### src/rtl/udp_rx_pkg.sv
package udp_rx_pkg;
  localparam int BYTE_W = 8;
  localparam int MAC_W  = 48;
  localparam int IP_W   = 32;
  localparam int PORT_W = 16;
  localparam int LEN_W  = 16;

  typedef enum logic [1:0] {ST_IDLE, ST_PRE, ST_RX, ST_DROP} rx_st_e;

  localparam logic [7:0]  PRE_BYTE    = 8'h55;
  localparam logic [7:0]  SFD_BYTE    = 8'hD5;
  localparam logic [15:0] ETYPE_IP    = 16'h0800;
  localparam logic [7:0]  VER_IHL     = 8'h45;
  localparam logic [7:0]  PROTO_UDP   = 8'h11;
  localparam logic [31:0] CRC_POLY_R  = 32'hEDB88320;
  localparam logic [31:0] CRC_RESIDUE = 32'hDEBB20E3;

  // byte offsets counted from the first byte after the delimiter
  localparam int OFS_DMAC  = 0;
  localparam int OFS_SMAC  = 6;
  localparam int OFS_TYPE  = 12;
  localparam int OFS_IP    = 14;
  localparam int OFS_TLEN  = 16;
  localparam int OFS_PROTO = 23;
  localparam int OFS_SIP   = 26;
  localparam int OFS_DIP   = 30;
  localparam int OFS_SPORT = 34;
  localparam int OFS_DPORT = 36;
  localparam int OFS_ULEN  = 38;
  localparam int OFS_UCS   = 40;
  localparam int OFS_PAY   = 42;

  localparam int IP_HDR_BYTES  = 20;
  localparam int UDP_HDR_BYTES = 8;
  localparam int MIN_DATA      = 46;
  localparam int FCS_BYTES     = 4;

  function automatic logic [31:0] crc_step(logic [31:0] c, logic [7:0] d);
    logic [31:0] r;
    r = c;
    for (int i = 0; i < 8; i++) begin
      if (r[0] ^ d[i]) r = (r >> 1) ^ CRC_POLY_R;
      else             r = r >> 1;
    end
    return r;
  endfunction
endpackage

### src/rtl/udp_rx_crc32.sv
module udp_rx_crc32
  import udp_rx_pkg::*;
(
  input  logic              clk_i,
  input  logic              rst_ni,
  input  logic              init_i,
  input  logic              en_i,
  input  logic [BYTE_W-1:0] byte_i,
  output logic              good_o
);
  logic [31:0] crc_q;

  always_ff @(posedge clk_i or negedge rst_ni) begin
    if (!rst_ni)     crc_q <= '1;
    else if (init_i) crc_q <= '1;
    else if (en_i)   crc_q <= crc_step(crc_q, byte_i);
  end

  // residue check: register has run over payload and FCS alike
  assign good_o = (crc_q == CRC_RESIDUE);

  a_r6_idle_hold: assert property (@(posedge clk_i) disable iff (!rst_ni)
    !init_i && !en_i |=> $stable(good_o));
endmodule

### src/rtl/udp_rx_ipsum.sv
module udp_rx_ipsum
  import udp_rx_pkg::*;
#(
  parameter int SUM_W = 20
) (
  input  logic              clk_i,
  input  logic              rst_ni,
  input  logic              clr_i,
  input  logic              en_i,
  input  logic              odd_i,
  input  logic [BYTE_W-1:0] byte_i,
  output logic              good_o
);
  logic [BYTE_W-1:0] hi_q;
  logic [SUM_W-1:0]  sum_q;
  logic [16:0]       fold1;
  logic [15:0]       fold2;

  always_ff @(posedge clk_i or negedge rst_ni) begin
    if (!rst_ni) begin
      hi_q  <= '0;
      sum_q <= '0;
    end else if (clr_i) begin
      hi_q  <= '0;
      sum_q <= '0;
    end else if (en_i) begin
      if (!odd_i) hi_q <= byte_i;
      else        sum_q <= sum_q + SUM_W'({hi_q, byte_i});
    end
  end

  always_comb begin
    fold1 = {1'b0, sum_q[15:0]} + 17'(sum_q[SUM_W-1:16]);
    fold2 = fold1[15:0] + 16'(fold1[16]);
  end

  assign good_o = (fold2 == 16'hFFFF);

  // low byte of a word always directly follows its high byte
  a_r5_word_pairs: assert property (@(posedge clk_i) disable iff (!rst_ni)
    en_i && odd_i |-> $past(en_i && !odd_i));
endmodule

### src/rtl/udp_gmii_rx.sv
module udp_gmii_rx
  import udp_rx_pkg::*;
#(
  parameter int CNT_W = 17,
  parameter int SUM_W = 20
) (
  input  logic              clk_i,
  input  logic              rst_ni,
  input  logic              rx_dv_i,
  input  logic [BYTE_W-1:0] rx_data_i,
  output logic [MAC_W-1:0]  dst_mac_o,
  output logic [MAC_W-1:0]  src_mac_o,
  output logic [IP_W-1:0]   src_ip_o,
  output logic [IP_W-1:0]   dst_ip_o,
  output logic [PORT_W-1:0] src_port_o,
  output logic [PORT_W-1:0] dst_port_o,
  output logic [LEN_W-1:0]  pay_len_o,
  output logic [LEN_W-1:0]  udp_csum_o,
  output logic              pay_valid_o,
  output logic [BYTE_W-1:0] pay_data_o,
  output logic              done_o,
  output logic              hdr_ok_o,
  output logic              ip_ok_o,
  output logic              crc_ok_o,
  output logic              trunc_o
);
  localparam int               HDR_ALL   = IP_HDR_BYTES + UDP_HDR_BYTES;
  localparam logic [CNT_W-1:0] MIN_FRAME = CNT_W'(OFS_IP + MIN_DATA + FCS_BYTES);
  localparam logic [CNT_W-1:0] PAY_OFS_C = CNT_W'(OFS_PAY);
  localparam logic [CNT_W-1:0] TLEN_LO   = CNT_W'(OFS_TLEN + 1);

  rx_st_e            st_q;
  logic [CNT_W-1:0]  idx_q, idx_nxt, pay_end, need_len, tlen_need;
  logic              acc_q, acc_fail, in_rx, sof, fin, short_frm;
  logic [LEN_W-1:0]  tlen_q;
  logic [BYTE_W-1:0] lst_q;
  logic              ip_good, crc_good;

  function automatic logic hit(logic [CNT_W-1:0] i, int lo, int n);
    return (i >= CNT_W'(lo)) && (i < CNT_W'(lo + n));
  endfunction

  assign in_rx   = (st_q == ST_RX) && rx_dv_i;
  assign sof     = (st_q == ST_PRE) && rx_dv_i && (rx_data_i == SFD_BYTE);
  assign fin     = (st_q == ST_RX) && !rx_dv_i;
  assign idx_nxt = (&idx_q) ? idx_q : idx_q + 1'b1;

  // last forwarded offset + 1 = 14 + IP total length
  assign pay_end   = CNT_W'(tlen_q) + CNT_W'(OFS_IP);
  assign tlen_need = CNT_W'(tlen_q) + CNT_W'(OFS_IP + FCS_BYTES);
  assign need_len  = (acc_q && tlen_need > MIN_FRAME) ? tlen_need : MIN_FRAME;
  assign short_frm = idx_q < need_len;

  always_comb begin
    acc_fail = 1'b0;
    if (in_rx) begin
      unique case (idx_q)
        CNT_W'(OFS_TYPE + 1): acc_fail = {lst_q, rx_data_i} != ETYPE_IP;
        CNT_W'(OFS_IP):       acc_fail = rx_data_i != VER_IHL;
        CNT_W'(OFS_PROTO):    acc_fail = rx_data_i != PROTO_UDP;
        CNT_W'(OFS_ULEN + 1): acc_fail = (tlen_q < LEN_W'(HDR_ALL)) ||
                                ({lst_q, rx_data_i} != tlen_q - LEN_W'(IP_HDR_BYTES));
        default:              acc_fail = 1'b0;
      endcase
    end
  end

  always_ff @(posedge clk_i or negedge rst_ni) begin
    if (!rst_ni) begin
      st_q   <= ST_IDLE;
      idx_q  <= '0;
      acc_q  <= 1'b0;
      tlen_q <= '0;
      lst_q  <= '0;
    end else begin
      unique case (st_q)
        ST_IDLE: if (rx_dv_i) st_q <= (rx_data_i == PRE_BYTE) ? ST_PRE : ST_DROP;
        ST_PRE: begin
          if (!rx_dv_i) st_q <= ST_IDLE;
          else if (rx_data_i == SFD_BYTE) begin
            st_q  <= ST_RX;
            idx_q <= '0;
            acc_q <= 1'b1;
          end else if (rx_data_i != PRE_BYTE) st_q <= ST_DROP;
        end
        ST_RX: begin
          if (!rx_dv_i) st_q <= ST_IDLE;
          else begin
            idx_q <= idx_nxt;
            lst_q <= rx_data_i;
            if (acc_fail) acc_q <= 1'b0;
            if (idx_q == TLEN_LO) tlen_q <= {lst_q, rx_data_i};
          end
        end
        default: if (!rx_dv_i) st_q <= ST_IDLE;
      endcase
    end
  end

  // header field capture, most significant byte first
  always_ff @(posedge clk_i or negedge rst_ni) begin
    if (!rst_ni) begin
      dst_mac_o  <= '0;
      src_mac_o  <= '0;
      src_ip_o   <= '0;
      dst_ip_o   <= '0;
      src_port_o <= '0;
      dst_port_o <= '0;
      udp_csum_o <= '0;
    end else if (in_rx) begin
      if (hit(idx_q, OFS_DMAC, 6))  dst_mac_o  <= {dst_mac_o[MAC_W-BYTE_W-1:0], rx_data_i};
      if (hit(idx_q, OFS_SMAC, 6))  src_mac_o  <= {src_mac_o[MAC_W-BYTE_W-1:0], rx_data_i};
      if (hit(idx_q, OFS_SIP, 4))   src_ip_o   <= {src_ip_o[IP_W-BYTE_W-1:0], rx_data_i};
      if (hit(idx_q, OFS_DIP, 4))   dst_ip_o   <= {dst_ip_o[IP_W-BYTE_W-1:0], rx_data_i};
      if (hit(idx_q, OFS_SPORT, 2)) src_port_o <= {src_port_o[PORT_W-BYTE_W-1:0], rx_data_i};
      if (hit(idx_q, OFS_DPORT, 2)) dst_port_o <= {dst_port_o[PORT_W-BYTE_W-1:0], rx_data_i};
      if (hit(idx_q, OFS_UCS, 2))   udp_csum_o <= {udp_csum_o[LEN_W-BYTE_W-1:0], rx_data_i};
    end
  end

  assign pay_len_o = (tlen_q >= LEN_W'(HDR_ALL)) ? tlen_q - LEN_W'(HDR_ALL) : '0;

  always_ff @(posedge clk_i or negedge rst_ni) begin
    if (!rst_ni) begin
      pay_valid_o <= 1'b0;
      pay_data_o  <= '0;
    end else begin
      pay_valid_o <= in_rx && acc_q && (idx_q >= PAY_OFS_C) && (idx_q < pay_end);
      if (in_rx) pay_data_o <= rx_data_i;
    end
  end

  always_ff @(posedge clk_i or negedge rst_ni) begin
    if (!rst_ni) begin
      done_o   <= 1'b0;
      hdr_ok_o <= 1'b0;
      ip_ok_o  <= 1'b0;
      crc_ok_o <= 1'b0;
      trunc_o  <= 1'b0;
    end else begin
      done_o <= fin;
      if (fin) begin
        trunc_o  <= short_frm;
        hdr_ok_o <= acc_q && !short_frm;
        ip_ok_o  <= acc_q && ip_good && !short_frm;
        crc_ok_o <= crc_good && !short_frm;
      end
    end
  end

  udp_rx_ipsum #(.SUM_W(SUM_W)) u_ipsum (
    .clk_i  (clk_i),
    .rst_ni (rst_ni),
    .clr_i  (sof),
    .en_i   (in_rx && hit(idx_q, OFS_IP, IP_HDR_BYTES)),
    .odd_i  (idx_q[0]),
    .byte_i (rx_data_i),
    .good_o (ip_good)
  );

  udp_rx_crc32 u_crc (
    .clk_i  (clk_i),
    .rst_ni (rst_ni),
    .init_i (sof),
    .en_i   (in_rx),
    .byte_i (rx_data_i),
    .good_o (crc_good)
  );

  a_r9_done_single: assert property (@(posedge clk_i) disable iff (!rst_ni)
    done_o |=> !done_o);
  a_r9_done_after_drop: assert property (@(posedge clk_i) disable iff (!rst_ni)
    done_o |-> !$past(rx_dv_i));
  a_r7_pay_latency: assert property (@(posedge clk_i) disable iff (!rst_ni)
    pay_valid_o |-> $past(rx_dv_i) && (pay_data_o == $past(rx_data_i)));
  a_r7_pay_needs_accept: assert property (@(posedge clk_i) disable iff (!rst_ni)
    pay_valid_o |-> $past(acc_q));
  a_r2_rx_entry: assert property (@(posedge clk_i) disable iff (!rst_ni)
    $rose(st_q == ST_RX) |-> ($past(st_q) == ST_PRE) && ($past(rx_data_i) == SFD_BYTE));
  a_r10_trunc_clears: assert property (@(posedge clk_i) disable iff (!rst_ni)
    done_o && trunc_o |-> !hdr_ok_o && !ip_ok_o && !crc_ok_o);
endmodule

### config.mk
export PLATFORM = sky130hd
export DESIGN_NAME = udp_gmii_rx
export DESIGN_NICKNAME = d
export VERILOG_FILES = /design/src/rtl/udp_rx_pkg.sv /design/src/rtl/udp_rx_crc32.sv /design/src/rtl/udp_rx_ipsum.sv /design/src/rtl/udp_gmii_rx.sv
export SDC_FILE = /design/constraint.sdc
export NUM_CORES = 1
export LEC_CHECK = 0
export ABC_AREA = 1
export CAP_MARGIN = 20
export CORE_AREA = 8 8 249 251
export CTS_CLUSTER_SIZE = 14
export DETAILED_ROUTE_END_ITERATION = 8
export DIE_AREA = 0 0 257 259
export DONT_BUFFER_PORTS = 1
export PLACE_DENSITY_LB_ADDON = 0.3
export SLEW_MARGIN = 25
export SYNTH_ARGS = -nofsm -noshare
export SYNTH_HDL_FRONTEND = slang
export SYNTH_SLANG_ARGS = --single-unit
### constraint.sdc
create_clock -name clk_i -period 5 [get_ports clk_i]
set_input_delay 1.25 -clock clk_i [delete_from_list [all_inputs] [get_ports clk_i]]
set_output_delay 1.25 -clock clk_i [all_outputs]
set_load 0.1 [all_outputs]
==> impl_table.tex <==
\begin{tabular}{lr}
\hline
Metric & Value \\
\hline
\multicolumn{2}{l}{\textbf{Outcome}} \\
Result of the run & completed \\
\multicolumn{2}{l}{\textbf{CTS}} \\
Post-CTS Setup Repair Bufs & 0 \\
Root buffer cell & clkbuf\_16 \\
Post-CTS clock slew at the launch and capture registers of the worst setup and hold paths & roughly 0.07 ns \\
Skew-Pair Late Insertion Delay & about 0.58 ns \\
Worst-case clock buffer depth & 3 \\
Clock tree from TritonCTS & done \\
CTS H-Tree Depth & 2 \\
Sink Count & about 320 \\
TritonCTS Buffers & 37 \\
Count of cells resized by post-cts repair & 0 \\
Hold buffers post-CTS & 0 \\
\multicolumn{2}{l}{\textbf{Floorplan}} \\
Die outline area & 0.0666 sq mm \\
Vertical die dimension & between 200 and 300 um \\
Initial Util & a little under 30\% \\
Area inside the core boundary & 0.0582 sq mm \\
Row count & 89 \\
Count of boundary I/O pins & between 200 and 250 \\
Die W & between 200 and 300 um \\
\multicolumn{2}{l}{\textbf{Global route}} \\
Vias in the first global route & 13600 \\
Overflow left after global routing & 0 \\
Global-route usage over all layers & around 16\% \\
Maximum number of pins on one net before global-route repair & roughly 320 \\
Wire length of the first global-routing pass & about 83000 um \\
Number of antenna violations at the first check in global routing & 2 \\
\multicolumn{2}{l}{\textbf{Logic synthesis}} \\
Syn avg cell area & 9.05 sq um \\
Seq/Total Area, Yosys & a little under half \\
Cell count after synthesis & $\sim$1900 \\
Synthesized Nets & about 2000 \\
Flip-flop cell with the highest count after synthesis & dfrtp\_1 \\
Post-synthesis async set-or-reset flop share & 100\% \\
Yosys cell types & 53 \\
Cell Area, Synth & between 0.015 and 0.02 sq mm \\
EDFF count, synth & 0 \\
Number of storage elements in the synthesis netlist & between 300 and 400 \\
Yosys warnings & 0 \\
\multicolumn{2}{l}{\textbf{Worst setup path}} \\
Combined buffer and inverter count along the critical path & 3 \\
Data required time of the worst path & about 3.8 ns \\
Arr. time, crit path & $\sim$3.0 ns \\
Delay of the slowest critical-path stage & 0.62 ns \\
Most frequent cell on the critical path & nand2\_1 \\
Element type at the critical path end & primary output \\
Cell family with the largest share of critical-path delay & buffers and inverters \\
Crit start category & flip-flop \\
Cell with the largest stage delay on the worst path & inv\_1 \\
Start-to-end type of the worst setup path & flip-flop to primary output \\
Cell-by-cell trace of the critical path & ha\_1 -> nand2\_1 -> nand2\_1 -> nor2\_1 -> nand2\_1 -> inv\_1 -> nand2\_1 -> inv\_1 -> nor3b\_2 -> buf\_16 \\
Critical path peak fanout & 15 \\
\multicolumn{2}{l}{\textbf{Route}} \\
Detail Route Antenna Nets & 0 \\
Drt first-iter violations & between 800 and 900 \\
Number of iterations in the first detailed-routing pass & 6 \\
Via-to-Cell Ratio & 4.98 \\
Drt drc & 0 \\
Wire length after detailed routing & 53200 um \\
Number of vias after detailed routing & between 10000 and 15000 \\
Post-detailed-route wirelength per cell & 19.6 um \\
\multicolumn{2}{l}{\textbf{Timing}} \\
Post-Route Setup TNS & 0 ns \\
Number of slew-limit violations in the final report & 0 \\
Post-route minimum period & between 4 and 5 ns \\
Clk\_skew & about 0.032 ns \\
Slew Limit Headroom & between 20\% and 30\% \\
Final setup violation count & 0 \\
Crit share post-route & between 80\% and 90\% \\
Transition time at the pin with the least slew margin & $\sim$1.1 ns \\
Total count of hold-check failures in the final report & 0 \\
Achievable Freq & approximately 230 MHz \\
Unrepaired setup endpoints after global routing & false \\
\multicolumn{2}{l}{\textbf{Finish}} \\
Most common library cell in the layout ignoring fill and taps & nand2\_1 \\
Register area & roughly 0.008 sq mm \\
Area taken by multi-input logic gates & between 0.008 and 0.009 sq mm \\
Fraction of layout instances using a drive strength above 1 & approximately 17\% \\
Area of all placed cells without fillers & 0.0195 sq mm \\
Final core utilization & 33.5\% \\
Filler Cells Inserted & 5980 \\
Fin nets & 1990 \\
Highest-count cells in the layout ignoring fill and taps & nand2\_1 (386), dfrtp\_1 (283), o21ai\_0 (170) \\
Area growth syn-to-layout & 13.4\% \\
\multicolumn{2}{l}{\textbf{Run}} \\
Max cap viols & 0 \\
\multicolumn{2}{l}{\textbf{Placed design}} \\
Placed Area & 0.0182 sq mm \\
Final Wtd Congestion & approximately 0.9 \\
HPWL after detailed placement & between 30000 and 40000 um \\
Number of port buffers & 0 \\
\multicolumn{2}{l}{\textbf{Hold path}} \\
Path type of the worst min-delay path & primary input to async pin \\
\hline
\end{tabular}
[synth_stat cells (21+ instances only)]
cell type / number / area [sq um]
nand4_1: 37 / 231
nand3_1: 82 / 410
mux2_2: 148 / 1670
xor2_1: 79 / 692
o21ai_0: 170 / 851
nor2_1: 147 / 552
nand2_1: 387 / 1450
inv_1: 167 / 627
nor3_1: 26 / 130
clkbuf_1: 36 / 135
buf_2: 21 / 105
dfrtp_1: 286 / 7160
xnor2_1: 26 / 228
ha_1: 64 / 801
dfstp_2: 32 / 841
a21oi_1: 72 / 360
[stage by stage]
step                      hold slack (ns)  setup slack [ns]  cells
after detailed placement            0.489              1.32   2646
after global placement              0.477              1.31   2646
final                               0.423             0.711   2713
after floorplan                     0.452             0.178   1901
after global routing                0.394             0.430   2711
after CTS                           0.346             0.684   2710
[path summary, 6_finish.rpt]
| kind | start | endpoint | slack (ns) | cells after the start |
|---|---|---|---|---|
| worst min-delay path | rst_ni | dst_ip_o[31] | 0.42 | 0 |
| max in group asynchronous | rst_ni | lst_q[2] | 4.01 | 0 |
| min in group clk_i | st_q[0] | st_q[0] | 0.50 | 2 |
| worst max-delay path | tlen_q[2] | pay_len_o[4] | 0.71 | 10 |
| worst max register to register | tlen_q[5] | ip_ok_o | 1.31 | 20 |
| worst min register to register | st_q[0] | st_q[0] | 0.50 | 2 |
[routing by layer]
layer / global-route usage, % / wire [um] / vias to the layer above
li1: - / - / 6368
met3: 4.13 / 4480 / 106
met1: 19.6 / 22200 / 6545
met5: 0 / 0 / -
met2: 25.4 / 24600 / 483
met4: 5.97 / 1900 / 0
[cell families after synthesis]
kind of cell             count (synthesis)  share of synthesized area [%]
AND/OR/NAND/NOR                        715                           17.5
XOR/XNOR                               112                           6.20
buffers and inverters                  240                           5.62
multiplexers                           148                           9.69
adder cells (fa/ha/maj)                 66                           4.89
AO/OA/AOI/OAI                          302                           9.66
flip-flops                             318                           46.5
[sequential cells by signal (all words and copies together), names as in the netlist]
register and count:
src_ip_o 32, u_ipsum.sum_q 20, u_crc.crc_q 32, pay_valid_o 1
trunc_o 1, acc_q 1, st_q 2, hdr_ok_o 1
crc_ok_o 1, dst_mac_o 48, u_ipsum.hi_q 8, udp_csum_o 16
dst_port_o 16, tlen_q 16, dst_ip_o 32, lst_q 8
ip_ok_o 1, src_port_o 16, idx_q 17, done_o 1
src_mac_o 48
[cell type report]
class	instances	area share (%)
Tap cell	773	4.96
Multi-Input combinational cell	1343	42.5
Timing Repair Buffer	39	1.72
Antenna cell	2	0.0256
Clock buffer	52	5.39
Inverter	174	3.35
Clock inverter	12	1.02
Sequential cell	318	41.0
Power is not shown: default switching activity piles up to over one toggle a cycle in this logic, so the estimate is an artifact.
